<file path="config.mk">
export PLATFORM = sky130hd
export DESIGN_NAME = pipebus_mem_target
export DESIGN_NICKNAME = d
export VERILOG_FILES = /design/src/rtl/pipebus_mem_target.sv
export SDC_FILE = /design/constraint.sdc
export NUM_CORES = 1
export LEC_CHECK = 0
export BUFFER_PORTS_ARGS = -buffer_cell sky130_fd_sc_hd__buf_2
export CAP_MARGIN = 20
export CORE_MARGIN = 2
export CORE_UTILIZATION = 35
export DETAILED_ROUTE_END_ITERATION = 6
export PLACE_DENSITY = 0.55
export SETUP_SLACK_MARGIN = 0.2
export SYNTH_ARGS = -nofsm -noshare
export SYNTH_HDL_FRONTEND = slang
export SYNTH_SLANG_ARGS = --single-unit
</file>
<file path="constraint.sdc">
create_clock -name clk -period 2.1 [get_ports clk]
set_clock_uncertainty 0.15 [all_clocks]
set_input_delay 0.315 -clock clk [delete_from_list [all_inputs] [get_ports clk]]
set_output_delay 0.315 -clock clk [all_outputs]
set_load 0.01 [all_outputs]
</file>
<file path="src/rtl/pipebus_mem_target.sv">
`timescale 1ns/1ps
module pipebus_mem_target #(
  parameter int DW = 32,
  parameter int AW = 12,
  parameter int DEPTH = 16,
  parameter int LFSR_W = 16,
  parameter logic [LFSR_W-1:0] LFSR_SEED = 16'hACE1,
  parameter logic [LFSR_W-1:0] LFSR_TAPS = 16'hB400
) (
  input  logic          clk,
  input  logic          rst_n,
  input  logic          stall_en,
  input  logic          cmd_valid,
  input  logic [AW-1:0] cmd_addr,
  input  logic          cmd_rd,
  input  logic [1:0]    cmd_op,
  input  logic [DW-1:0] wr_data,
  output logic          rdy,
  output logic          resp,
  output logic [DW-1:0] rd_data
);
  localparam int IW = $clog2(DEPTH);
  localparam logic [AW-3:0] WORD_LIM = (AW-2)'(DEPTH);

  logic              started;
  logic [LFSR_W-1:0] lfsr;
  logic              dp_valid;
  logic              dp_rd;
  logic [AW-1:0]     dp_addr;
  logic [1:0]        dp_op;
  logic [DW-1:0]     mem [DEPTH];

  logic [AW-3:0] dp_word;
  logic [IW-1:0] dp_idx;
  logic          dp_err;

  assign dp_word = dp_addr[AW-1:2];
  assign dp_idx  = dp_word[IW-1:0];
  assign dp_err  = (dp_addr[1:0] != 2'b00) || (dp_word >= WORD_LIM) || (dp_op != 2'b00);

  assign rdy     = started & ~(stall_en & (lfsr[1:0] == 2'b00));
  assign resp    = dp_valid & dp_err;
  assign rd_data = (dp_valid & dp_rd & ~dp_err) ? mem[dp_idx] : '0;

  always_ff @(posedge clk or negedge rst_n) begin
    if (!rst_n) begin
      started  <= 1'b0;
      lfsr     <= LFSR_SEED;
      dp_valid <= 1'b0;
      dp_rd    <= 1'b0;
      dp_addr  <= '0;
      dp_op    <= '0;
    end else begin
      started <= 1'b1;
      lfsr    <= {1'b0, lfsr[LFSR_W-1:1]} ^ (lfsr[0] ? LFSR_TAPS : '0);
      if (rdy) begin
        dp_valid <= cmd_valid;
        dp_rd    <= cmd_rd;
        dp_addr  <= cmd_addr;
        dp_op    <= cmd_op;
      end
    end
  end

  always_ff @(posedge clk or negedge rst_n) begin
    if (!rst_n) begin
      for (int i = 0; i < DEPTH; i++) mem[i] <= '0;
    end else if (rdy && dp_valid && !dp_rd && !dp_err) begin
      mem[dp_idx] <= wr_data;
    end
  end
endmodule


</file>
==> summary.md, run 1 <==
| Metric | Value |
|---|---|
| Run status | finished with violations |
| Violated checks | negative setup slack |
| Root Buffer Master | clkbuf_16 |
| Final Instance Count excl. Fillers | 2818 |
| Maximum number of pins on one net before global-route repair | 94 |
| Core region area | 69800 um2 |
| Critical Path RT | 1630 ps |
| Placed cell count | 2533 |
| Data arrival time of the critical path | 2660 ps |
| DR vias/cell | 5.23 |
| Number of CTS-inserted buffers | 60 |
| Post-synthesis instance area | 24600 um2 |
| Most frequent standard cell in the layout excluding fill and tap cells | dfrtp_1 |
| Routed wirelength normalized by instance count | 25.8 um |
| Remaining design rule violation count | 0 |
| Remaining Overflow, GRT | 0 |
| Sinks on the clock net | 545 |
| Hpwl dp | 38.8 mm |
| Top-Level Pins | 85 |
| Startpoint types | register |
| Post-route fraction of the period consumed by the critical path | 1.49 |
| Clock-pin slew of the registers on the worst-case setup and hold paths | 60 ps |
| Internal reg-to-reg setup slack | -820 ps |
| Sequential-to-total area share from yosys stat | 0.555 |
| CTS H-tree depth | 2 |
| Net Count, Synth | 1523 |
| Finished Cell Area | 35000 um2 |
| Relative area change from synthesis to final layout | 42.4% |
| Yosys warning total | 0 |
| Top library cells by usage in the layout, fill and taps aside | 534 x dfrtp_1, 404 x mux2_4, 128 x mux4_2 |
| Static Leak | 16.4 nW |
| Number of buffers between clock root and the deepest sink | 3 |
| Post-layout nets | 1877 |
| CTS tree | built |
| Placement Rows | 97 |
| Number of violations reported at the end of detailed-routing iteration 0 | 1029 |
| Endpoint type of the worst setup path | primary output |
| Ratio of cells with drive above 1 in the final layout | 0.669 |
| Final setup viols | 546 |
| Detailed-routing iteration count for the pre-antenna-repair pass | 5 |
| Chip Width | 269 um |
| Power per Cell Area | 710 nW/um2 |
| Post-Place Setup Slack | -387 ps |
| Setup slack after layout | -1020 ps |
| Cell depth of the worst hold path | 2 |
| Number of antenna repair diodes | 0 |
| All-Layer GR Usage | 0.196 |
| Final Hold Vio Count | 0 |
| Top achievable clock speed | 320 MHz |
| Vias in the first global route | 16000 |
| Post-synthesis area per instance | 16.7 um2 |
| Clock latency of the later-clocked register in the worst-skew pair | 640 ps |
| Max Transition Viols Final | 0 |
| Routability-driven placement congestion ratio | 0.713 |
| Post-route minimum period | 3120 ps |
| Number of library cell types mapped by synthesis | 33 |
| Number of instances in the synthesized netlist | 1472 |
| Total Power Consumption | 24.8 mW |
| # Max-Cap Violations | 0 |
| Setup repair after global routing missed its margin | true |
| Total of flip-flops plus latches after synthesis | 545 |
| Worst reg2reg path startpoint | dp_addr[3] |
| Worst min-delay path category | in -> reg |
| Total die area | 72400 um2 |
| Height of the die | 269 um |
| Peak VDD IR | 0.661 mV |
| Highest fanout seen on the critical path | 6 |
| Global-route wire length before repair | 105 mm |
| Port Buffer Count | 84 |
| Critical path class | reg -> out |
| Logic depth of the worst register-to-register path | 13 |
| Overall routed net length | 72.7 mm |
| Antenna violations before repair | 1 |
| Area after detailed placement | 28200 um2 |
| Reg2Reg Capture Point | mem[495] |
| Relative slew slack | 0.498 |
| Via count | 14700 |
| Hold path endpoint | mem[471] |
| Antenna-violating nets left | 0 |
| Launch instance of the worst min-delay path | wr_data[23] |
| Starting density of the core | 0.352 |
| Measured slew at the worst slew-check pin | 751 ps |
==> synthesized netlist by cell type (all sizes together) <==
library cell  instances  area [um2]
and3                  2        12.5
buf                  73         410
clkbuf               57         214
conb                  1        3.75
dfrtp               537       13400
dfstp                 8         210
inv                   2        7.51
mux2                529        6290
mux2i                63         631
mux4                128        2880
nand2                 4        17.5
nand3                 4        20.0
nand3b                1        7.51
nand4b                3        26.3
nor2                  3        11.3
nor2b                 1        6.26
nor3                 10        55.1
nor4                  2        33.8
o21ai                 1        5.00
o22ai                31         194
o31a                  1        8.76
or3                   3        18.8
or3b                  2        17.5
or4                   3        22.5
xor2                  3        26.3
==> worst max-delay path by stage <==
stage | startpoint | endpoint | slack [ps] | depth (start not counted)
6_report | dp_addr[11] | rd_data[30] | -1020 | 7
5_1_grt | dp_addr[11] | rd_data[30] | -1090 | 7
4_1_cts | dp_addr[6] | rd_data[19] | -1040 | 7
3_5_place_dp | dp_addr[3] | rd_data[27] | -390 | 7
3_3_place_gp | dp_addr[3] | rd_data[21] | -410 | 6
2_1_floorplan | dp_addr[9] | mem[0] | -150 | 6
==> cell families after synthesis <==
family	synth area share
flip-flops	0.555
buffers and inverters	0.0257
other	0.000153
multiplexers	0.399
AND/OR/NAND/NOR	0.0101
AO/OA/AOI/OAI	0.00845
XOR/XNOR	0.00107
==> metrics by stage <==
stage               hold slack, ps  TNS (ps)  utilization
floorplan                     -131    -47250            -
global placement              62.3   -148620        0.405
detailed placement            61.8   -150490        0.405
CTS                           6.04   -290810        0.481
global route                  57.1   -359180        0.502
finish                        32.7   -338120        0.502
==> worst max-delay path, stage by stage, from the launching register on <==
cell and delay [ps]:
dfrtp_1 410, nor4_4 350, nand2_2 120, or3b_4 470
buf_12 170, buf_12 150, o21ai_4 220, buf_6 140
==> repair_timing <==
item                       in CTS  in global routing
hold buffers                   41                  0
cloned                         28                 12
gates resized for setup       345                224
hold endpoints to repair      708                  0
setup buffers                  63                 27
pin swaps                      24                 20
setup endpoints to repair     546                546
==> metal layers <==
metal / part of all wire / track usage / vias to the layer above
met4: 0.021 / 0.0532 / 0
met2: 0.49 / 0.318 / 271
li1: - / - / 6231
met1: 0.45 / 0.274 / 8128
met5: 0 / 0 / -
met3: 0.039 / 0.0325 / 105
==> state kept, by name, indices dropped and copies added (netlist names) <==
| signal | cells |
|---|---|
| mem | 512 |
| lfsr | 16 |
| dp_addr | 12 |
| dp_op | 2 |
| dp_rd | 1 |
| dp_valid | 1 |
| started | 1 |
==> final cells by class <==
type / count / area, um2
fill: 5641 / 34800
sequential: 545 / 13700
multi-input combinational: 795 / 12400
timing repair buffer: 422 / 5520
clock buffer: 86 / 1770
tap: 940 / 1180
clock inverter: 28 / 457
inverter: 2 / 7.51
==> power breakdown <==
group / switching, mW / internal (mW)
clock network: 4.57 / 7.23
logic: 1.23 / 1.18
registers: 0.0608 / 10.6
total: 5.86 / 19.0
No activity file was read; power rests on OpenSTA's default activity.
==> run 2, diff against run 1 <==
--- a/config.mk
+++ b/config.mk
@@ -10,8 +10,9 @@
 export CORE_MARGIN = 2
 export CORE_UTILIZATION = 35
 export DETAILED_ROUTE_END_ITERATION = 6
-export PLACE_DENSITY = 0.55
+export PLACE_DENSITY = 0.53
 export SETUP_SLACK_MARGIN = 0.2
+export SLEW_MARGIN = 20
 export SYNTH_ARGS = -nofsm -noshare
 export SYNTH_HDL_FRONTEND = slang
 export SYNTH_SLANG_ARGS = --single-unit
==> constraint.sdc (replaced) <==
create_clock -name clk -period 3.34 [get_ports clk]
set_clock_uncertainty 0.15 [all_clocks]
set_input_delay 0.501 -clock clk [delete_from_list [all_inputs] [get_ports clk]]
set_output_delay 0.501 -clock clk [all_outputs]
set_load 0.01 [all_outputs]
==> run 2 against run 1 <==
The run now ends clean. Final cell count is 7.6% lower. Via count shrank 7.9%. Sequential share of layout area rose by 6.7 points. First-iteration DRC count shrank 40%. Flip-flop and latch count did not move. Largest power group unchanged. Total power down 40%. Combinational power down 46%. Sequential power down 37%. Clock-buffer cell count rose by 6.
==> summary.md, run 2 (synthesis results as in run 1) <==
| Metric | Value |
|---|---|
| Number of CTS-inserted buffers | 60 (unchanged) |
| All-Layer GR Usage | 0.177 (-0.0191) |
| # Max-Cap Violations | 0 (unchanged) |
| Finished Cell Area | 29900 um2 (-15%) |
| Top-Level Pins | 85 (unchanged) |
| Area of the multi-input gates | 10900 um2 (-12%) |
| CTS H-tree depth | 2 (unchanged) |
| Sinks on the clock net | 545 (unchanged) |
| Final setup viols | 0 (-100%) |
| Ratio of cells with drive above 1 in the final layout | 0.625 (-0.0436) |
| Number of buffers between clock root and the deepest sink | 3 (unchanged) |
| Data arrival time of the critical path | 2570 ps (-90 ps) |
| Root Buffer Master | clkbuf_16 |
| Relative slew slack | 0.480 (-0.0182) |
| Hpwl dp | 35.9 mm (-7.2%) |
| Post-route minimum period | 3220 ps |
| TNS Setup | 0 ps (+338120 ps) |
| Critical path class | reg -> out |
| Highest fanout seen on the critical path | 7 (+1) |
| Maximum number of pins on one net before global-route repair | 112 (+19%) |
| Chip Width | 269 um (unchanged) |
| Placement Rows | 97 (unchanged) |
| Final Hold Vio Count | 0 (unchanged) |
| Remaining Overflow, GRT | 0 (unchanged) |
| Area after detailed placement | 26300 um2 (-6.8%) |
| Post-layout nets | 1666 (-11%) |
| Run status | complete, no violations |
| Start point of the critical path | dp_addr[9] |
| Number of antenna repair diodes | 0 (unchanged) |
| Top achievable clock speed | 310 MHz |
| Worst min-delay path category | in -> reg |
| Overall routed net length | 62.7 mm (-14%) |
| Register ranked first by flip-flop count | mem |
| Global-route wire length before repair | 95.9 mm (-9.1%) |
| Port Buffer Count | 84 (unchanged) |
| Top library cells by usage in the layout, fill and taps aside | 534 x dfrtp_1, 432 x mux2_2, 128 x mux4_2 |
| Routed wirelength normalized by instance count | 24.1 um (-6.8%) |
| Power per Cell Area | 497 nW/um2 (-30%) |
| Height of the die | 269 um (unchanged) |
| Clock latency of the later-clocked register in the worst-skew pair | 620 ps (-20 ps) |
| Most frequent standard cell in the layout excluding fill and tap cells | dfrtp_1 |
| Max reg flops | 512 (unchanged) |
| Area of all sequential standard cells | 13700 um2 (unchanged) |
| Antenna-violating nets left | 0 (unchanged) |
| Startpoint types | register |
| Relative area change from synthesis to final layout | 21.6% |
| Starting density of the core | 0.352 (unchanged) |
| Worst hold margin | 43.6 ps (+10.9 ps) |
| Post-Place Setup Slack | 292 ps (+679 ps) |
| Worst reg2reg path startpoint | dp_addr[9] |
| Total die area | 72400 um2 (unchanged) |
| Peak VDD IR | 0.365 mV (-45%) |
| Static Leak | 14.3 nW (-13%) |
| Core region area | 69800 um2 (unchanged) |
| Clock-pin slew of the registers on the worst-case setup and hold paths | 50 ps (about the same) |
| Setup repair after global routing missed its margin | true |
| Top Registers | mem: 512 flops, lfsr: 16 flops, dp_addr: 12 flops |
| Number of inserted filler cells in the final layout | 6250 (+11%) |
| Number of violations reported at the end of detailed-routing iteration 0 | 622 (-40%) |
| Detailed-routing iteration count for the pre-antenna-repair pass | 4 (-1) |
| DR vias/cell | 5.21 (-0.41%) |
| CTS tree | built |
| Vias in the first global route | 14700 (-7.9%) |
| Routability-driven placement congestion ratio | 0.718 (+0.71%) |
| Utilization after layout | 0.428 (-0.0733) |
| Measured slew at the worst slew-check pin | 780 ps (+29.8 ps) |
| Critical Path RT | 2690 ps (+1060 ps) |
| Setup slack after layout | 118 ps (+1140 ps) |
| Max Transition Viols Final | 0 (unchanged) |
| Launch instance of the worst min-delay path | cmd_addr[3] |
| Remaining design rule violation count | 0 (unchanged) |
| Post-route fraction of the period consumed by the critical path | 0.965 |
| Antenna violations before repair | 3 (+2) |
| Endpoint type of the worst setup path | primary output |
| Via count | 13600 (-7.9%) |
run 2: changes by cell type in the layout (fill, tap and decap cells not counted), moves of 27 or more:
cell | before | now
buf_4 | 92 | 64
buf_12 | 96 | 28
dlygate4sd3_1 | 41 | 14
mux2_4 | 404 | 91
buf_6 | 95 | 16
mux2_2 | 125 | 432
run 2: power by group:
| group | internal [mW] | switching, mW | leakage [nW] | total [mW] |
|---|---|---|---|---|
| logic | 0.609 | 0.705 | 5.72 | 1.31 |
| clock network | 4.11 | 2.73 | 1.03 | 6.84 |
| registers | 6.65 | 0.0632 | 7.55 | 6.71 |
run 2: repair_timing:
action                     CTS  global route
pin swaps                   12             7
hold endpoints to repair    51             0
gates cloned                 5             3
gates resized for setup     94            49
hold buffers                14             0
setup buffers               30            12
setup endpoints to repair   32            32
run 2: through the flow:
step / power, mW / cells
finish: 14.9 / 2605
global route: 15.4 / 2605
CTS: 15.0 / 2590
detailed placement: 7.82 / 2429
global placement: 7.81 / 2429
floorplan: 7.35 / 1472
run 2: cell type report:
type	count	area share
Clock inverter	20	0.00724
Inverter	2	0.000251
Timing Repair Buffer	211	0.0703
Sequential cell	545	0.457
Multi-Input combinational cell	795	0.364
Tap cell	940	0.0394
Clock buffer	92	0.0620
run 2: final timing paths:
check                              end  slack (ps)  cells after the start
max in group asynchronous     mem[466]        1780                      3
max                        rd_data[26]         120                      7
min                         dp_addr[3]          40                      2
min reg2reg                    lfsr[3]         200                      0
max reg2reg                    mem[93]         410                      7
min in group asynchronous     mem[257]         230                      2
run 2: per-layer routing:
| layer | wire length [um] | up-vias | GRT usage |
|---|---|---|---|
| li1 | - | 5799 | - |
| met1 | 29800 | 7473 | 0.260 |
| met2 | 29100 | 206 | 0.278 |
| met3 | 2580 | 82 | 0.0298 |
| met4 | 1110 | 6 | 0.0369 |
| met5 | 32 | - | 0 |
run 2: critical path, stage by stage (launching register included):
cell	delay (ps)
dfrtp_1	400
nor4_4	400
nand2_2	100
or3b_4	470
buf_12	180
o22ai_1	130
buf_4	170
buf_6	100
